[config.mk]
export PLATFORM = sky130hd
export DESIGN_NAME = hazard_ctl
export DESIGN_NICKNAME = d
export VERILOG_FILES = /design/src/rtl/hz_pkg.sv /design/src/rtl/hz_loaduse.sv /design/src/rtl/hz_brdep.sv /design/src/rtl/hz_redirect.sv /design/src/rtl/hazard_ctl.sv
export SDC_FILE = /design/constraint.sdc
export NUM_CORES = 1
export LEC_CHECK = 0
export ABC_CLOCK_PERIOD_IN_PS = 3100
export BUFFER_PORTS_ARGS = -buffer_cell sky130_fd_sc_hd__buf_2
export CORE_AREA = 2 2 39 41
export DETAILED_ROUTE_END_ITERATION = 8
export DIE_AREA = 0 0 41 43
export GPL_TIMING_DRIVEN = 0
export PLACE_DENSITY_LB_ADDON = 0.05
export SETUP_SLACK_MARGIN = 0.1
export SKIP_LAST_GASP = 1
export SLEW_MARGIN = 10
export SYNTH_ARGS = -nofsm -noshare
export SYNTH_HDL_FRONTEND = slang
export SYNTH_SLANG_ARGS = --single-unit
[constraint.sdc]
create_clock -name vclk -period 3.1
set_clock_uncertainty 0.15 [all_clocks]
set_input_delay 0.465 -clock vclk [all_inputs]
set_output_delay 0.465 -clock vclk [all_outputs]
set_load 0.01 [all_outputs]
[src/rtl/hz_pkg.sv]
package hz_pkg;
  typedef struct packed {
    logic load_use;
    logic br_dep;
  } hz_cause_t;

  function automatic logic any_hazard(input hz_cause_t c);
    return c.load_use | c.br_dep;
  endfunction
endpackage

[src/rtl/hz_loaduse.sv]
module hz_loaduse #(
  parameter int AW = 5
) (
  input  logic          ex_is_load,
  input  logic [AW-1:0] ex_rt,
  input  logic [AW-1:0] id_rs,
  input  logic [AW-1:0] id_rt,
  output logic          hit
);
  logic [1:0] src_match;

  always_comb begin
    src_match[0] = (ex_rt == id_rs);
    src_match[1] = (ex_rt == id_rt);
    hit          = ex_is_load & (|src_match);
  end
endmodule

[src/rtl/hz_brdep.sv]
module hz_brdep #(
  parameter int AW = 5
) (
  input  logic          id_branch,
  input  logic          ex_wr,
  input  logic [AW-1:0] ex_dst,
  input  logic          mem_wr,
  input  logic [AW-1:0] mem_dst,
  input  logic [AW-1:0] id_rs,
  input  logic [AW-1:0] id_rt,
  output logic          stall,
  output logic [1:0]    fwd
);
  localparam int NSRC = 2;

  logic [NSRC-1:0][AW-1:0] src;
  logic [NSRC-1:0]         ex_hit;
  logic                    ex_live;
  logic                    mem_live;

  assign src[0]   = id_rs;
  assign src[1]   = id_rt;
  assign ex_live  = ex_wr  & (ex_dst  != '0);
  assign mem_live = mem_wr & (mem_dst != '0);

  for (genvar g = 0; g < NSRC; g++) begin : g_src
    assign ex_hit[g] = ex_live & (ex_dst == src[g]);
    assign fwd[g]    = id_branch & mem_live & (mem_dst == src[g]);
  end

  assign stall = id_branch & (|ex_hit);
endmodule

[src/rtl/hz_redirect.sv]
module hz_redirect (
  input  logic hold,
  input  logic id_branch,
  input  logic id_jump,
  input  logic cmp_eq,
  output logic flush
);
  logic redirect;

  always_comb begin
    redirect = id_jump | (id_branch & cmp_eq);
    flush    = redirect & ~hold;
  end
endmodule

[src/rtl/hazard_ctl.sv]
module hazard_ctl
  import hz_pkg::*;
#(
  parameter int AW = 5
) (
  input  logic          clk,
  input  logic          rst_n,
  input  logic          ex_is_load,
  input  logic [AW-1:0] ex_rt,
  input  logic          ex_wr,
  input  logic [AW-1:0] ex_dst,
  input  logic          mem_wr,
  input  logic [AW-1:0] mem_dst,
  input  logic [AW-1:0] id_rs,
  input  logic [AW-1:0] id_rt,
  input  logic          id_branch,
  input  logic          id_jump,
  input  logic          cmp_eq,
  output logic          pc_we,
  output logic          ifid_we,
  output logic          ctl_zero,
  output logic          if_flush,
  output logic          fwd_cmp_a,
  output logic          fwd_cmp_b
);
  hz_cause_t  cause;
  logic       hold;
  logic [1:0] fwd;

  hz_loaduse #(.AW(AW)) u_lu (
    .ex_is_load (ex_is_load),
    .ex_rt      (ex_rt),
    .id_rs      (id_rs),
    .id_rt      (id_rt),
    .hit        (cause.load_use)
  );

  hz_brdep #(.AW(AW)) u_bd (
    .id_branch (id_branch),
    .ex_wr     (ex_wr),
    .ex_dst    (ex_dst),
    .mem_wr    (mem_wr),
    .mem_dst   (mem_dst),
    .id_rs     (id_rs),
    .id_rt     (id_rt),
    .stall     (cause.br_dep),
    .fwd       (fwd)
  );

  assign hold = any_hazard(cause);

  hz_redirect u_rd (
    .hold      (hold),
    .id_branch (id_branch),
    .id_jump   (id_jump),
    .cmp_eq    (cmp_eq),
    .flush     (if_flush)
  );

  assign pc_we     = ~hold;
  assign ifid_we   = ~hold;
  assign ctl_zero  = hold;
  assign fwd_cmp_a = fwd[0];
  assign fwd_cmp_b = fwd[1];

  // a matching load in execute freezes the front end
  p_load_freeze_r1: assert property (@(posedge clk) disable iff (!rst_n)
    (ex_is_load && (ex_rt == id_rs)) |-> (!pc_we && !ifid_we && ctl_zero));

  // a dependent branch inserts a bubble
  p_branch_bubble_r5: assert property (@(posedge clk) disable iff (!rst_n)
    (id_branch && ex_wr && ex_dst != '0 && ex_dst == id_rt) |-> ctl_zero);

  // no squash while frozen
  p_no_flush_in_stall_r9: assert property (@(posedge clk) disable iff (!rst_n)
    !pc_we |-> !if_flush);

  // compare forward only for a branch with a nonzero producer
  p_fwd_branch_only_r6: assert property (@(posedge clk) disable iff (!rst_n)
    (fwd_cmp_a || fwd_cmp_b) |-> (id_branch && mem_wr && mem_dst != '0));

  // a squash always has a redirect behind it
  p_flush_has_cause_r8: assert property (@(posedge clk) disable iff (!rst_n)
    if_flush |-> (id_jump || (id_branch && cmp_eq)));

  // without any producer match, the front end advances
  p_free_run_r4: assert property (@(posedge clk) disable iff (!rst_n)
    (!ex_is_load && !id_branch) |-> (pc_we && ifid_we && !ctl_zero));
endmodule

# [Yosys cells after proc, flatten, opt, wreduce, memory -nomap -nowiden]
# Cells that the tools add are included.
[totals] regBits=0 input_bits=33 output_inout_bits=6
[classes] eq_ne=6 bitwise=14 reduce_logical=4
[op_table] operator="$eq A5 B5 Y1" n=6
[op_table] operator="$and A1 B1 Y1" n=11
[op_table] operator="$reduce_bool A5 Y1" n=2
[op_table] operator="$reduce_or A2 Y1" n=2
[op_table] operator="$or A1 B1 Y1" n=2
[op_table] operator="$not A1 Y1" n=1

# [Depth between registers and ports, before layout]
[logic_depth] ltp_word=8 ltp_mapped=5 depth_no_buf=4

# [Cells and area by module]
# From an unflattened synthesis, not the netlist that was laid out.
[unflattened] cells_unflattened=53 area_unflattened_um2=397.9
[by_module_without_submodules] module="hz_brdep" n_inst=1 cells_each=33 area_each_um2=257.7 seq_area_each_um2=0.0
[by_module_without_submodules] module="hz_loaduse" n_inst=1 cells_each=15 area_each_um2=113.9 seq_area_each_um2=0.0
[by_module_without_submodules] module="hazard_ctl" n_inst=1 cells_each=3 area_each_um2=17.5 seq_area_each_um2=0.0
[by_module_without_submodules] module="hz_redirect" n_inst=1 cells_each=2 area_each_um2=8.8 seq_area_each_um2=0.0

# [Worst setup path after synthesis]
# OpenSTA, ideal clock, no wires.
[synth_path] path_kind="in2out" startpoint="in ex_dst[1]" endpoint="out pc_we" t_arrival_ns=1.605 path_slack_ns=0.880 path_stages=4 cell_sequence="or3_1 o311a_1 a21oi_1 buf_4"
[synth_between] elab_chain_cells=7 elab_cells_between_ends=10 classes_between="2 x eq/ne; 6 x bitwise; 2 x reduce/logical"
[synth_rtl] element="start: declaration" line_no="hazard_ctl.sv:11" text="input logic [AW-1:0] ex_dst,"
[synth_rtl] element="$reduce_bool A5 Y1" line_no="hz_brdep.sv:23" text="assign ex_live = ex_wr & (ex_dst != '0);"
[synth_rtl] element="$and A1 B1 Y1" line_no="hz_brdep.sv:23"
[synth_rtl] element="$and A1 B1 Y1" line_no="hz_brdep.sv:27" text="assign ex_hit[g] = ex_live & (ex_dst == src[g]);"
[synth_rtl] element="$reduce_or A2 Y1 (*)" line_no="hz_brdep.sv:31" text="assign stall = id_branch & (|ex_hit);"
[synth_rtl] element="$and A1 B1 Y1 (*)" line_no="hz_brdep.sv:31"
[synth_rtl] element="$or A1 B1 Y1 (*)" line_no="hz_pkg.sv:8" text="return c.load_use | c.br_dep;"
[synth_rtl] element="$not A1 Y1 (*)"
[synth_rtl] element="end: declaration" line_no="hazard_ctl.sv:19" text="output logic pc_we,"
# Every way passes the cells marked *; elsewhere a longest branch is shown, timed or not.

# [Worst setup path after layout]
[layout_path] startpoint="in ex_dst[1]" endpoint="out pc_we"
[layout_between] elab_chain_cells=7 elab_cells_between_ends=10 classes_between="2 x eq/ne; 6 x bitwise; 2 x reduce/logical"
[layout_rtl] element="$reduce_bool A5 Y1" line_no="hz_brdep.sv:23"
[layout_rtl] element="$and A1 B1 Y1" line_no="hz_brdep.sv:23"
[layout_rtl] element="$and A1 B1 Y1" line_no="hz_brdep.sv:27"
[layout_rtl] element="$reduce_or A2 Y1 (*)" line_no="hz_brdep.sv:31"
[layout_rtl] element="$and A1 B1 Y1 (*)" line_no="hz_brdep.sv:31"
[layout_rtl] element="$or A1 B1 Y1 (*)" line_no="hz_pkg.sv:8"
[layout_rtl] element="$not A1 Y1 (*)" line_no="hazard_ctl.sv:60" text="assign pc_we = ~hold;"
# Marked as above.

==> summary.txt <==
Clock network
  – Post-CTS setup buffer count: 0
  – Post-CTS sizing: 0
  – Hold_buf cts: 0

Routing
  – Avg WL per Cell: 11.1 um
  – DRC viols: 0
  – Via count: 482
  – First DRT Iteration DRCs: 0
  – Detail Route Antenna Nets: 0
  – Final wirelength: 1.17 mm
  – Via density: 4.55
  – Drt pass-1 iters: 1

GRT
  – Global-route wire length before repair: 1.70 mm
  – Total Routing Usage GR: 0.135
  – Grt ovf: 0
  – Number of antenna violations at the first check in global routing: 0
  – Vias in the first global route: 413
  – Largest net degree at the start of global routing: 4

Placement
  – Gpl congestion: 0.762
  – Post-DP Area: 611 um^2
  – # port buffers: 37
  – Dpl hpwl: 1.07 mm

Power
  – Sequential share of power: 0
  – Maximum VDD drop: 0.0000578 V
  – Leakage power: 0.256 nW
  – Net switching fraction of the power: 0.464
  – Internal power: 0.0000475 W
  – Power per cell area: 145 nW/um^2
  – Comb power frac: 1.000
  – Clock power share: 0
  – Switching Power: 0.0000412 W

Floorplan
  – Floorplan core area: 1380 um^2
  – Die area: 1760 um^2
  – Starting Density: 0.293
  – Die Ht: 43 um
  – Ports: 39
  – Die X: 41 um
  – Row count: 14

Layout
  – Layout Nets: 125
  – Register area: 0 um^2
  – Seq_cells: 0
  – Area Growth Syn to Fin: 50.6%
  – Share of layout cells above drive strength 1: 0.444
  – # diodes: 0
  – Clk_buf instances: 0
  – Finished Cell Area: 611 um^2
  – Most frequent cells in the layout: buf_2 (37), xnor2_1 (26), nand3_1 (4), nand2_1 (4), xor2_1 (4)
  – Commonest non-fill, non-tap cell in the layout: buf_2

Timing
  – Period Utilization, post-route: 0.748
  – Final min period: 2320 ps
  – Worst slew pin tran: 304 ps
  – Setup TNS: 0 ps
  – Fmax achieved: 0.431 GHz
  – Final hold vios: 0
  – Slew Viols, Final: 0
  – Setup violators final: 0
  – RSZ-0062 raised after global routing: false
  – Max_slew headroom: 0.797

Critical path
  – Max FO, Critical Path: 3
  – Crit start category: input port
  – Crit path arrival time: 1700 ps
  – Setup CP Type: in2out
  – Nature of the critical path endpoint: primary output
  – Critical Path RT: 2480 ps

Run
  – Number of max-cap violations: 0

Yosys
  – Mapped Cells: 53
  – Cell Area, Synth: 405 um^2
  – Post-synthesis sequential area ratio: 0
  – Mapped Nets: 86
  – Mapped Avg Cell Area: 7.65 um^2
  – Synth cell types: 15
  – Synthesis Warnings: 0

Run status
  – Status: finished, final reports clean

Hold path
  – Hold Path Class: in2out
-- final cells by class --
cell class,instances,area (um^2)
Buffer,1,7.51
Multi-Input combinational cell,52,398
Tap cell,16,20.0
Fill cell,144,773
Timing Repair Buffer,37,185
-- cell usage after synthesis --
cell type   n  area (um^2)
o211ai_1    1         7.51
nand3_1     4         20.0
o311a_1     1         10.0
xnor2_1    26          228
buf_4       1         7.51
xor2_1      4         35.0
nor4_1      2         12.5
o22ai_1     2         12.5
a21o_2      1         8.76
or4_1       1         7.51
a21oi_1     2         10.0
nand4_1     2         12.5
nand2_1     4         15.0
a211oi_2    1         12.5
or3_1       1         6.26
-- final timing paths --
kind | cells after the start | startpoint | to | slack, ps
worst max-delay path | 6 | ex_dst[1] | pc_we | 780
worst min-delay path | 4 | mem_wr | fwd_cmp_b | 1170
-- logic make-up after synthesis --
kind of cell,count (synthesis),synth area share
XOR/XNOR,30,0.648
AO/OA/AOI/OAI,8,0.151
buffers and inverters,1,0.0185
AND/OR/NAND/NOR,14,0.182
-- stage by stage --
step | utilization | power, W | setup WS, ps | instances | hold WS, ps
after floorplan | - | 0.0000475 | 880 | 53 | 938
after global placement | 0.441 | 0.0000897 | 766 | 106 | 1160
after detailed placement | 0.441 | 0.0000895 | 773 | 106 | 1170
after CTS | 0.441 | 0.0000900 | 764 | 106 | 1170
after global routing | 0.441 | 0.0000982 | 699 | 106 | 1190
final | 0.441 | 0.0000888 | 780 | 106 | 1170
-- per-layer routing --
| metal | track usage | share of wire |
|---|---|---|
| met1 | 0.203 | 0.48 |
| met2 | 0.222 | 0.44 |
| met4 | 0 | 0 |
| met3 | 0 | 0.079 |
| met5 | 0 | 0 |
-- worst max-delay path, cell delays in order --
cell	delay, ps
buf_2	120
or3_1	360
o311a_1	340
a21oi_1	180
buf_4	120
buf_2	110
-- power by group through the flow --
| stage | registers (W) | logic (W) | clock network (W) |
|---|---|---|---|
| global placement | 0 | 0.0000897 | 0 |
| floorplan | 0 | 0.0000475 | 0 |
| global route | 0 | 0.0000982 | 0 |
| CTS | 0 | 0.0000900 | 0 |
| detailed placement | 0 | 0.0000895 | 0 |
| finish | 0 | 0.0000888 | 0 |
(Power assumes the default switching activity.)
